## src/rtl/ras_pkg.sv

```systemverilog
package ras_pkg;
    typedef enum logic [1:0] {
        ST_IDLE  = 2'd0,
        ST_PEND  = 2'd1,
        ST_FAULT = 2'd2
    } ras_state_e;

    localparam int ERR_VEC_W  = 8;
    localparam int CS_ERR_POS = 2;
endpackage

```

## src/rtl/ras_store.sv

```systemverilog
module ras_store #(
    parameter int DEPTH = 8,
    parameter int WIDTH = 32,
    parameter int DW    = $clog2(DEPTH + 1)
) (
    input  logic             clk,
    input  logic             rst_n,
    input  logic             apply,
    input  logic             do_pop,
    input  logic             do_push,
    input  logic [WIDTH-1:0] push_val,
    output logic [DW-1:0]    depth,
    output logic [WIDTH-1:0] top
);
    localparam int IW = (DEPTH > 1) ? $clog2(DEPTH) : 1;

    logic [WIDTH-1:0] slots [DEPTH];
    logic [IW-1:0]    top_idx;
    logic [IW-1:0]    wr_idx;

    assign top_idx = IW'(depth - DW'(1));
    assign wr_idx  = do_pop ? top_idx : IW'(depth);
    assign top     = (depth == '0) ? '0 : slots[top_idx];

    for (genvar g = 0; g < DEPTH; g++) begin : g_slot
        logic we;
        assign we = apply && do_push && (wr_idx == IW'(g));
        always_ff @(posedge clk or negedge rst_n) begin
            if (!rst_n)  slots[g] <= '0;
            else if (we) slots[g] <= push_val;
        end
    end

    always_ff @(posedge clk or negedge rst_n) begin
        if (!rst_n) begin
            depth <= '0;
        end else if (apply) begin
            unique case ({do_push, do_pop})
                2'b10:   depth <= depth + DW'(1);
                2'b01:   depth <= depth - DW'(1);
                default: depth <= depth;
            endcase
        end
    end


    depth_bound_chk: assert property (@(posedge clk) disable iff (!rst_n)
        depth <= DW'(DEPTH));


    push_grow_chk: assert property (@(posedge clk) disable iff (!rst_n)
        (apply && do_push && !do_pop) |=> depth == $past(depth) + DW'(1));


    replace_keep_chk: assert property (@(posedge clk) disable iff (!rst_n)
        (apply && do_push && do_pop) |=> $stable(depth));
endmodule

```

## src/rtl/ras_ctrl.sv

```systemverilog
module ras_ctrl
    import ras_pkg::*;
#(
    parameter int DEPTH = 8,
    parameter int WIDTH = 32,
    parameter int DW    = $clog2(DEPTH + 1)
) (
    input  logic             clk,
    input  logic             rst_n,
    input  logic             rd_en,
    input  logic             wr_en,
    input  logic [WIDTH-1:0] wr_data,
    input  logic             commit,
    input  logic             abort,
    input  logic [DW-1:0]    depth,
    output logic             apply,
    output logic             do_pop,
    output logic             do_push,
    output logic [WIDTH-1:0] push_val,
    output logic             err
);
    ras_state_e       state_q, state_d;
    logic             pop_q, pop_d;
    logic             push_q, push_d;
    logic [WIDTH-1:0] val_q, val_d;
    logic             empty, full, ovf_pend, udf_now, access;

    assign empty    = (depth == '0);
    assign full     = (depth == DW'(DEPTH));
    assign ovf_pend = push_q && !pop_q && full;
    assign udf_now  = rd_en && empty;
    assign access   = rd_en || wr_en;

    always_comb begin
        state_d = state_q;
        pop_d   = pop_q;
        push_d  = push_q;
        val_d   = val_q;
        unique case (state_q)
            ST_IDLE, ST_PEND: begin
                if (abort || commit) begin
                    pop_d   = 1'b0;
                    push_d  = 1'b0;
                    state_d = (!abort && ovf_pend) ? ST_FAULT : ST_IDLE;
                end else if (udf_now) begin
                    pop_d   = 1'b0;
                    push_d  = 1'b0;
                    state_d = ST_FAULT;
                end else if (access) begin
                    if (rd_en) pop_d = 1'b1;
                    if (wr_en) begin
                        push_d = 1'b1;
                        val_d  = wr_data;
                    end
                    state_d = ST_PEND;
                end
            end
            ST_FAULT: begin
                if (abort) state_d = ST_IDLE;
            end
            default: state_d = ST_IDLE;
        endcase
    end

    always_ff @(posedge clk or negedge rst_n) begin
        if (!rst_n) begin
            state_q <= ST_IDLE;
            pop_q   <= 1'b0;
            push_q  <= 1'b0;
            val_q   <= '0;
        end else begin
            state_q <= state_d;
            pop_q   <= pop_d;
            push_q  <= push_d;
            val_q   <= val_d;
        end
    end

    always_comb begin
        apply    = (state_q == ST_PEND) && commit && !abort && !ovf_pend;
        do_pop   = pop_q;
        do_push  = push_q;
        push_val = val_q;
        err      = (state_q == ST_FAULT) || ((state_q == ST_PEND) && ovf_pend);
    end


    abort_clear_chk: assert property (@(posedge clk) disable iff (!rst_n)
        abort |=> (state_q == ST_IDLE) && !err);


    underflow_flag_chk: assert property (@(posedge clk) disable iff (!rst_n)
        (rd_en && empty && !commit && !abort) |=> err);


    overflow_flag_chk: assert property (@(posedge clk) disable iff (!rst_n)
        (state_q == ST_PEND && push_q && !pop_q && full) |-> err);
endmodule

```

## src/rtl/ret_addr_stack.sv

```systemverilog
module ret_addr_stack
    import ras_pkg::*;
#(
    parameter int DEPTH = 8,
    parameter int WIDTH = 32,
    localparam int DW   = $clog2(DEPTH + 1)
) (
    input  logic                 clk,
    input  logic                 rst_n,
    input  logic                 rd_en,
    input  logic                 wr_en,
    input  logic [WIDTH-1:0]     wr_data,
    input  logic                 commit,
    input  logic                 abort,
    output logic [WIDTH-1:0]     rd_data,
    output logic                 err,
    output logic [ERR_VEC_W-1:0] err_bits,
    output logic [DW-1:0]        dbg_depth,
    output logic [WIDTH-1:0]     dbg_top
);
    logic             apply, do_pop, do_push;
    logic [WIDTH-1:0] push_val;
    logic [DW-1:0]    depth;
    logic [WIDTH-1:0] top;

    ras_ctrl #(.DEPTH(DEPTH), .WIDTH(WIDTH), .DW(DW)) u_ctrl (
        .clk(clk), .rst_n(rst_n), .rd_en(rd_en), .wr_en(wr_en),
        .wr_data(wr_data), .commit(commit), .abort(abort), .depth(depth),
        .apply(apply), .do_pop(do_pop), .do_push(do_push),
        .push_val(push_val), .err(err)
    );

    ras_store #(.DEPTH(DEPTH), .WIDTH(WIDTH), .DW(DW)) u_store (
        .clk(clk), .rst_n(rst_n), .apply(apply), .do_pop(do_pop),
        .do_push(do_push), .push_val(push_val), .depth(depth), .top(top)
    );

    always_comb begin
        err_bits             = '0;
        err_bits[CS_ERR_POS] = err;
    end

    assign rd_data   = top;
    assign dbg_depth = depth;
    assign dbg_top   = top;


    err_commit_hold_chk: assert property (@(posedge clk) disable iff (!rst_n)
        (commit && !abort && err) |=> $stable(dbg_depth) && $stable(dbg_top));


    empty_zero_chk: assert property (@(posedge clk) disable iff (!rst_n)
        (dbg_depth == '0) |-> (rd_data == '0));
endmodule

```

## config.mk

```make
export PLATFORM = sky130hd
export DESIGN_NAME = ret_addr_stack
export DESIGN_NICKNAME = d
export VERILOG_FILES = /design/src/rtl/ras_pkg.sv /design/src/rtl/ras_store.sv /design/src/rtl/ras_ctrl.sv /design/src/rtl/ret_addr_stack.sv
export SDC_FILE = /design/constraint.sdc
export NUM_CORES = 1
export LEC_CHECK = 0
export BUFFER_PORTS_ARGS = -buffer_cell sky130_fd_sc_hd__buf_2
export CORE_MARGIN = 2
export CORE_UTILIZATION = 47
export DETAILED_ROUTE_END_ITERATION = 8
export PLACE_DENSITY = 0.68
export SETUP_SLACK_MARGIN = 0.05
export SYNTH_ARGS = -nofsm -noshare
export SYNTH_HDL_FRONTEND = slang
export SYNTH_SLANG_ARGS = --single-unit
```

## constraint.sdc

```tcl
create_clock -name clk -period 4.6 [get_ports clk]
set_input_delay 0 -clock clk [delete_from_list [all_inputs] [get_ports clk]]
set_output_delay 0 -clock clk [all_outputs]
set_load 0.01 [all_outputs]
```

======== After elaboration in Yosys (flattened, before gate mapping) ========
Index checks and enable logic that the tools add are counted.
storage, ports and cells
  output and inout port bits .............. 77
  word-level logic and storage cells ...... 89
  input bits .............................. 38
  bits in registers ....................... 296
operators by class
  muxes and demuxes ....................... 20
  bitwise logic cells ..................... 3
  eq/ne operators ......................... 14
  add/subtract/negate cells ............... 2
  reduce and logical (&&, ||, !) cells .... 36
  magnitude comparators ................... 1
operators by type and width
  cell                                                                   count
  32-bit binary-select mux with 3-bit select                             1
  32-bit 2-to-1 mux                                                      3
  1-bit logical AND                                                      17
  3-bit equality test, second input constant                             4
  2-bit 2-to-1 mux                                                       5
  3-bit nonzero test                                                     3
  1-bit 2-to-1 mux                                                       8
  4-bit one-hot mux with 2 select lines                                  1
  3-bit by 2-bit equality test with 1-bit output, second input constant  2
  3-bit AND reduction                                                    2
  5-bit AND reduction                                                    1
  4-bit by 1-bit adder with 4-bit output, second input constant          1
  2-bit by 1-bit equality test with 1-bit output, second input constant  2
  2-bit equality test, second input constant                             2
  4-bit equality test, second input constant                             1
  4-bit greater-or-equal comparator, second input constant               1
  4-bit logical NOT                                                      1
  4-bit by 1-bit != test with 1-bit output, second input constant        1
  3-bit NOT with 4-bit output                                            1
  2-bit one-hot mux with 2 select lines                                  1
  2-bit AND reduction                                                    2
  4-bit by 1-bit subtractor with 4-bit output, second input constant     1
  3-bit by 1-bit equality test with 1-bit output, second input constant  1
  1-bit logical NOT                                                      3
  8 further kinds                                                        11

======== Depth between registers and ports, before layout ========
Gate-level depths: netlist (run 1).
  word-level depth ........................ 7
  depth in mapped cells ................... 11
  depth with buffers taken out ............ 6

======== Modules after synthesis ========
From an unflattened synthesis (run 1), not the netlist that was laid out.
unflattened totals
  cell total of the unflattened synthesis .. 850
  area total of the unflattened synthesis .. 14159.8 um^2
by module, submodules not included
  module          times used  cells an instance  sequential area each (um^2)  area an instance (um^2)
  ras_store       1           713                6506.2                       12286.8
  ras_ctrl        1           96                 900.9                        1569.0
  ret_addr_stack  1           41                 0.0                          304.0

======== Least setup slack after synthesis (run 1) ========
Ideal clock, no wire load.
  path type ............................... register to register
  start ................................... register u_store.depth[0]
  end ..................................... register u_store.slots[129] in the netlist's numbering
  slack ................................... 1.521 ns
  period minus slack after synthesis ...... 3.079 ns
  arrival time ............................ 2.954 ns
  library setup time ...................... 0.125 ns
  cell stages (with the launch flop) ...... 11
  path buffers ............................ 4
  cells stage by stage .................... dfrtp_1 -> clkbuf_1 -> buf_2 -> buf_2 -> inv_1 -> ha_1 -> xnor2_1 -> a22oi_1 -> nor2_1 -> buf_2 -> mux2_2
on the way
  longest elaborated chain between the ends .. 6
  elaborated cells on any way between the ends .. 9
  those cells by class .................... 1 x add/sub; 2 x eq/ne; 1 x mux; 5 x reduce/logical
RTL lines
  element                                                                              RTL line         RTL
  start: declaration                                                                   ras_store.sv:12  output logic [DW-1:0] depth,
  start signal: assignment                                                             ras_store.sv:39  2'b10: depth <= depth + DW'(1);
  start signal: assignment                                                             ras_store.sv:40  2'b01: depth <= depth - DW'(1);
  start signal: assignment                                                             ras_store.sv:41  default: depth <= depth;
  branches (longest 5 deep; another with 4-bit by 1-bit subtractor with 4-bit output)  n/a
  1-bit logical AND *                                                                  ras_store.sv:27  assign we = apply && do_push && (wr_idx == IW'(g));
  end signal: indexed assignment                                                       ras_store.sv:30  else if (we) slots[g] <= push_val;
  end: declaration                                                                     ras_store.sv:17  logic [WIDTH-1:0] slots [DEPTH];
Every way passes the cells marked *.
A chain may end at the register's enable or synchronous reset.

======== Worst setup path in the final report (run 1) ========
  start ................................... register u_store.depth[0]
  end ..................................... output port rd_data[7]
on the way
  longest elaborated chain between the ends .. 6
  elaborated cells on any way between the ends .. 7
  those cells by class .................... 1 x add/sub; 4 x mux; 1 x bitwise; 1 x reduce/logical
RTL lines
  element                                                RTL line              RTL
  4-bit by 1-bit subtractor with 4-bit output            n/a
  3-bit NOT with 4-bit output (not written as such)      ras_store.sv:23       assign top = (depth == '0) ? '0 : slots[top_idx];
  32-bit binary-select mux with 3-bit select             ras_store.sv:23
  32-bit 2-to-1 mux (not written as such) (2 in series)  ras_store.sv:23
  32-bit 2-to-1 mux *                                    ras_store.sv:23
  end: declaration                                       ret_addr_stack.sv:15  output logic [WIDTH-1:0] rd_data,
Every way passes the cells marked *; elsewhere a longest branch is shown, timed or not. The select of a mux whose other input is x is not followed.

==> flow_summary.json, run 1 <==
{
  "htreeDepth": 2,
  "ys_seq_area_share_pct": 54.39,
  "grt_overflow_total": 0,
  "syn_area_sq_um": 13620,
  "clkPwrFrac_pct": 35.4,
  "crit_path_max_incr_delay_ps": 910,
  "root_buffer": "clkbuf_16",
  "first_pass_iters": 4,
  "timing.rr.start": "u_store.depth[0]$_DFFE_PN0P_",
  "fin_setup_tns_ps": 0,
  "hpwlAfterDp_mm": 17.36,
  "crit_fanout": 35,
  "max_cap_viol_count": 0,
  "ys_warn_count": 0,
  "crit_chain": "inv_1 > ha_2 > buf_4 > mux4_2 > nand2_1 > a21oi_1 > buf_2",
  "yosysMostFrequentCell": "dfrtp_1",
  "combPwrFrac_pct": 22.4,
  "r2r_cells": 7,
  "clk_pin_slew_ps": 60,
  "fin_worst_skew_ps": 19.02,
  "cts_buffers": 34,
  "io_pins": 115,
  "rsz0062_at_grt": "no",
  "async_reset_ff_share_pct": 100.0,
  "nets": 1063,
  "fin_util_pct": 55.46,
  "synth_ff_type": "dfrtp_1",
  "period_needed_ps": 3850,
  "ys_types": 41,
  "finalWirelength_mm": 29.19,
  "cp.arrival_ps": 3850,
  "via_per_inst": 5.465,
  "p_seq_share_pct": 42.2,
  "route.vias.total": 7810,
  "syn_to_final_growth_pct": 16.57,
  "remaining_drc_errors": 0,
  "synthTopCellsByArea": "dfrtp_1, mux2_2, mux4_2, buf_4, nand2_1",
  "report.final.slew_viol_count": 0,
  "place.port_buffers": 107,
  "finalHoldViolCount": 0,
  "critPathSlowestCell": "dfrtp_4",
  "postRouteAntennaNets": 0,
  "clockBufferDepth": 3,
  "critPathLaunch": "u_store.depth[0]$_DFFE_PN0P_",
  "setup_ws_ps": 749.8,
  "netlist_instances": 904,
  "cp.required_ps": 4600,
  "finalSetupViolations": 0,
  "grt_pass1_vias": 8447,
  "synth_top_area_share_pct": 54.39,
  "hold-worst-slack_ps": 53.09,
  "p_int_mw": 5.256,
  "worstMarginPinSlew_ps": 914.7,
  "dpl.cell_count": 1327,
  "die_area_sq_um": 30350,
  "cts-resized-gates": 0,
  "ys_top_cells_by_count": "dfrtp_1, mux2_2, nand2_1",
  "critPathCaptureType": "output port",
  "slew_headroom_pct": 39.02,
  "clock-sinks": 296,
  "status": "complete, no violations",
  "place_area_sq_um": 14330,
  "start_util_pct": 47.57,
  "ys_seq_elements": 296,
  "fin_crit_sh_pct": 83.70,
  "first_iter_violations": 431,
  "die_w_um": 174.2,
  "antennaDiodeCount": 0,
  "hold_class": "in2async",
  "power_mw": 7.679,
  "swShare_pct": 31.54,
  "grt_pass1_wl_mm": 47.52,
  "cellPowerDensity_nw_per_um2": 483.7,
  "wire_per_inst_um": 20.42,
  "synth_area_per_cell_sq_um": 15.06,
  "drive_gt1_share_pct": 51.77,
  "place_ws_ps": 1071,
  "grt_max_degree": 151,
  "fin_area_sq_um": 15870,
  "cts_tree": "done",
  "fmax_ghz": 0.2597,
  "track_usage_pct": 19.90,
  "irDropWorstVdd_v": 0.0003884,
  "critical_path_class": "reg2out",
  "finalNonFillerCells": 1429,
  "synth_edf_count": 0,
  "n_fill_cell": 2288,
  "routabilityCongestion": 0.7254,
  "yosysTopAreaCell": "dfrtp_1",
  "cp-start-kind": "flop",
  "fp.coreArea_sq_um": 28630,
  "clk_latency_ps": 520,
  "grt_antenna_before_repair": 0,
  "rows": 62,
  "p_leak_nw": 7.647,
  "die_h_um": 174.2,
  "p_sw_mw": 2.422
}
-- layout by cell type, fill, tap and decap left out, types with 3 or more instances in the layout --
cell type,synthesis,routed
dfrtp_1,296,295
mux2_2,279,279
buf_2,21,106
nand2_1,68,68
mux4_2,64,64
dlygate4sd3_1,0,41
a21oi_1,37,37
clkbuf_16,0,35
buf_4,43,13
mux2_1,10,10
clkbuf_1,14,9
nor2_4,4,8
conb_1,1,7
clkinv_2,0,7
buf_12,0,7
clkbuf_8,2,5
inv_1,4,4
ha_1,5,4
nor2_1,7,3
nor3_1,3,3
o21ai_0,3,3
bufinv_16,0,3
-- registers in the layout (all words and copies together), names as in the netlist --
register / cells
u_ctrl.push_val: 32
u_store.slots: 256
u_ctrl.do_push: 1
u_store.depth: 4
u_ctrl.state_q: 2
u_ctrl.do_pop: 1
-- layout make-up --
class                           instances  area (sq um)  area share (%)
Clock buffer                           49         978.4           6.164
Clock inverter                         12         157.7          0.9931
Inverter                                4         15.01         0.09458
Multi-Input combinational cell        516          5638           35.52
Sequential cell                       296          7411           46.69
Tap cell                              384         480.5           3.027
Timing Repair Buffer                  168          1194           7.519
-- critical path, delay by kind of cell, from the launching register on --
family          cells  cell delay, ps
simple gates        1              60
fa+ha+maj           1             630
flops               1             910
compound gates      1             400
mux                 1             330
buf+inv             3             980
-- power groups by stage --
| stage | Sequential [mW] | Combinational (mW) | Clock [mW] |
|---|---|---|---|
| final | 3.24 | 1.72 | 2.72 |
| after global routing | 3.30 | 1.85 | 2.89 |
| after CTS | 3.24 | 1.75 | 2.78 |
| after detailed placement | 3.28 | 1.71 | 0 |
| after global placement | 3.28 | 1.69 | 0 |
| after floorplan | 3.05 | 1.32 | 0 |
-- worst paths after layout --
| path | end | slack, ps |
|---|---|---|
| worst min-delay path | u_store.slots[225]$_DFFE_PN0P_ | 50 |
| max in group asynchronous | u_store.slots[165]$_DFFE_PN0P_ | 3200 |
| worst min register to register | u_store.slots[251]$_DFFE_PN0P_ | 490 |
| worst max-delay path | rd_data[7] | 750 |
| worst max register to register | u_store.slots[96]$_DFFE_PN0P_ | 1100 |
| min in group clk | u_ctrl.push_val[22]$_DFFE_PN0P_ | 240 |
-- cell families after synthesis --
group                      Yosys count  synth area share, %
AOI/OAI and AO/OA                   48                1.948
xor gates and xnor gates             6               0.4411
adders and majority gates            5               0.4594
buffers and inverters               98                4.833
DFF                                296                54.39
muxes                              353                34.48
other                                1              0.02754
and+or+nand+nor                     97                3.418
-- timing repair --
item,CTS,global route
endpoints found under the hold margin,108,0
buffers inserted,0,0
hold buffers,41,0
endpoints found under the setup margin,0,0
-- per-layer routing --
| metal | wire (um) | GRT usage, % | up-vias |
|---|---|---|---|
| met5 | 0 | 0 | - |
| met4 | 582 | 5.252 | 0 |
| met3 | 977 | 2.778 | 49 |
| met2 | 14040 | 32.54 | 145 |
| met1 | 13590 | 28.16 | 4138 |
| li1 | - | - | 3478 |
Note: power is estimated with default switching activity, not from simulation.
==> run 2, diff against run 1 <==
clock period = 3.85 ns   (was 4.6 ns; I/O delays follow)
==> run 2 against run 1 <==
Net effect:
- register-to-register slack got worse by 200 ps
- sequential power grew 16%
- clock power rose by 18%
- critical path depth down 1
- first-iteration DRC count grew 11%
- wire length fell by 2.7%
- global-route usage shrank 0.69 points
- hold slack improved by 110 ps
- sequential cell count stayed put
- critical endpoint unchanged
==> flow_summary.json, run 2 (synthesis gave the netlist of run 1 again) <==
{
  "status": "complete, no violations",
  "largest_register_ffs": 256,
  "start_util_pct": 47.57,
  "clockBufferDepth": 3,
  "fin_area_sq_um": 15910,
  "clk_pin_slew_ps": 60,
  "grt_max_degree": 118,
  "wire_per_inst_um": 19.81,
  "cellPowerDensity_nw_per_um2": 575.1,
  "cp-start-kind": "flop",
  "critPathSlowestCell": "buf_4",
  "cts_setup_buffers": 0,
  "drive_gt1_share_pct": 52.10,
  "hpwlAfterDp_mm": 17.28,
  "finalHoldViolCount": 0,
  "via_per_inst": 5.463,
  "report.final.slew_viol_count": 0,
  "track_usage_pct": 19.21,
  "critical_path_class": "reg2out",
  "fin_crit_sh_pct": 85.55,
  "finalWirelength_mm": 28.40,
  "power_mw": 9.149,
  "grt_antenna_before_repair": 0,
  "setup_ws_ps": 556.4,
  "rsz0062_at_grt": "no",
  "remaining_drc_errors": 0,
  "clk_latency_ps": 520,
  "root_buffer": "clkbuf_16",
  "cts_buffers": 34,
  "crit_fanout": 38,
  "clock-sinks": 296,
  "cts_tree": "done",
  "layout_common_cells": "dfrtp_1, mux2_2, buf_2, nand2_1, mux4_2",
  "place_ws_ps": 914.8,
  "crit_chain": "buf_4 > buf_4 > mux4_2 > nand2_1 > a21oi_1 > buf_2",
  "critical_path.most_common_cell": "buf_4",
  "worstMarginPinSlew_ps": 925.4,
  "first_pass_iters": 4,
  "regMostFlops": "u_store.slots",
  "crit_path_max_incr_delay_ps": 750,
  "irDropWorstVdd_v": 0.0004397,
  "crit_buf_inv": 3,
  "max_cap_viol_count": 0,
  "critPathCaptureType": "output port",
  "fp.coreArea_sq_um": 28630,
  "die_area_sq_um": 30350,
  "slew_headroom_pct": 38.30,
  "postRouteAntennaNets": 0,
  "period_needed_ps": 3294,
  "syn_to_final_growth_pct": 16.81,
  "rows": 62,
  "htreeDepth": 2,
  "die_w_um": 174.2,
  "p_leak_nw": 7.670,
  "cp.arrival_ps": 3290,
  "fin_worst_skew_ps": 30.13,
  "route.vias.total": 7834,
  "fin_setup_tns_ps": 0,
  "crit_family": "buffers and inverters",
  "nets": 1068,
  "grt_pass1_wl_mm": 46.11,
  "io_pins": 115,
  "hold_class": "in2async",
  "place_area_sq_um": 14350,
  "antennaDiodeCount": 0,
  "finalSetupViolations": 0,
  "first_iter_violations": 479,
  "grt_overflow_total": 0,
  "place.port_buffers": 107,
  "die_h_um": 174.2,
  "final_common_cell": "dfrtp_1",
  "grt_pass1_vias": 8199,
  "cp.required_ps": 3850,
  "routabilityCongestion": 0.7407,
  "fmax_ghz": 0.3036
}
run 2: cell types whose count changed in the layout (fill, tap and decap cells not counted):
cell,previous run,this run
clkinv_2,7,4
clkinv_4,0,1
bufinv_16,3,2
clkbuf_1,9,8
clkbuf_8,5,8
buf_12,7,6
buf_4,13,19
clkinvlp_4,0,1
run 2: layout make-up:
type	count	area [sq um]
flip-flops and latches	296	7411
well taps	384	480.5
inverters	4	15.01
fillers	2330	12720
clock inverters	10	128.9
clock buffers	51	1016
repair buffers	173	1219
multi-input cells	516	5638
run 2: worst register-to-register path: cells and delay by family (launching register included):
| kind | cells | cell delay, ps |
|---|---|---|
| buf+inv | 2 | 820 |
| simple gates | 2 | 950 |
| mux | 1 | 370 |
| xor+xnor | 1 | 270 |
| flops | 1 | 400 |
run 2: stage by stage:
step	utilization [%]	instances	hold WS [ps]
floorplan	-	910	-295.6
global placement	50.14	1332	158.7
detailed placement	50.14	1332	163.3
CTS	55.57	1434	192.7
global route	55.57	1434	237.0
finish	55.57	1434	160.4
run 2: final timing paths:
check | startpoint | cells after the start | slack, ps | to
worst max register to register | u_store.depth[0]$_DFFE_PN0P_ | 6 | 900 | u_store.slots[1]$_DFFE_PN0P_
worst min register to register | u_store.slots[134]$_DFFE_PN0P_ | 1 | 480 | u_store.slots[134]$_DFFE_PN0P_
min in group clk | wr_data[27] | 3 | 240 | u_ctrl.push_val[27]$_DFFE_PN0P_
max in group asynchronous | rst_n | 3 | 2670 | u_store.slots[182]$_DFFE_PN0P_
worst max-delay path | u_store.depth[0]$_DFFE_PN0P_ | 6 | 560 | rd_data[7]
worst min-delay path | rst_n | 2 | 160 | u_store.slots[224]$_DFFE_PN0P_
run 2: per-layer routing:
layer / routed length (um) / vias up / share of wire, % / GRT usage, %
met3: 987 / 44 / 3.5 / 2.581
met5: 0 / - / 0 / 0
met1: 13290 / 4111 / 47 / 27.97
met2: 13620 / 178 / 48 / 30.89
met4: 503 / 0 / 1.8 / 4.482
li1: - / 3501 / - / -
run 2: power by group:
group	internal, mW	leakage, nW	total, mW	switching (mW)
sequential	3.39	4.04	3.75	0.364
clock	1.97	0.560	3.22	1.25
combinational	0.928	3.07	2.18	1.25
total	6.28	7.67	9.15	2.87
run 2: repair_timing:
action / 4_1_cts / 5_1_grt
hold buffers: 41 / 0
endpoints found under the hold margin: 149 / 0
endpoints found under the setup margin: 0 / 0
resized for setup: 0 / 0
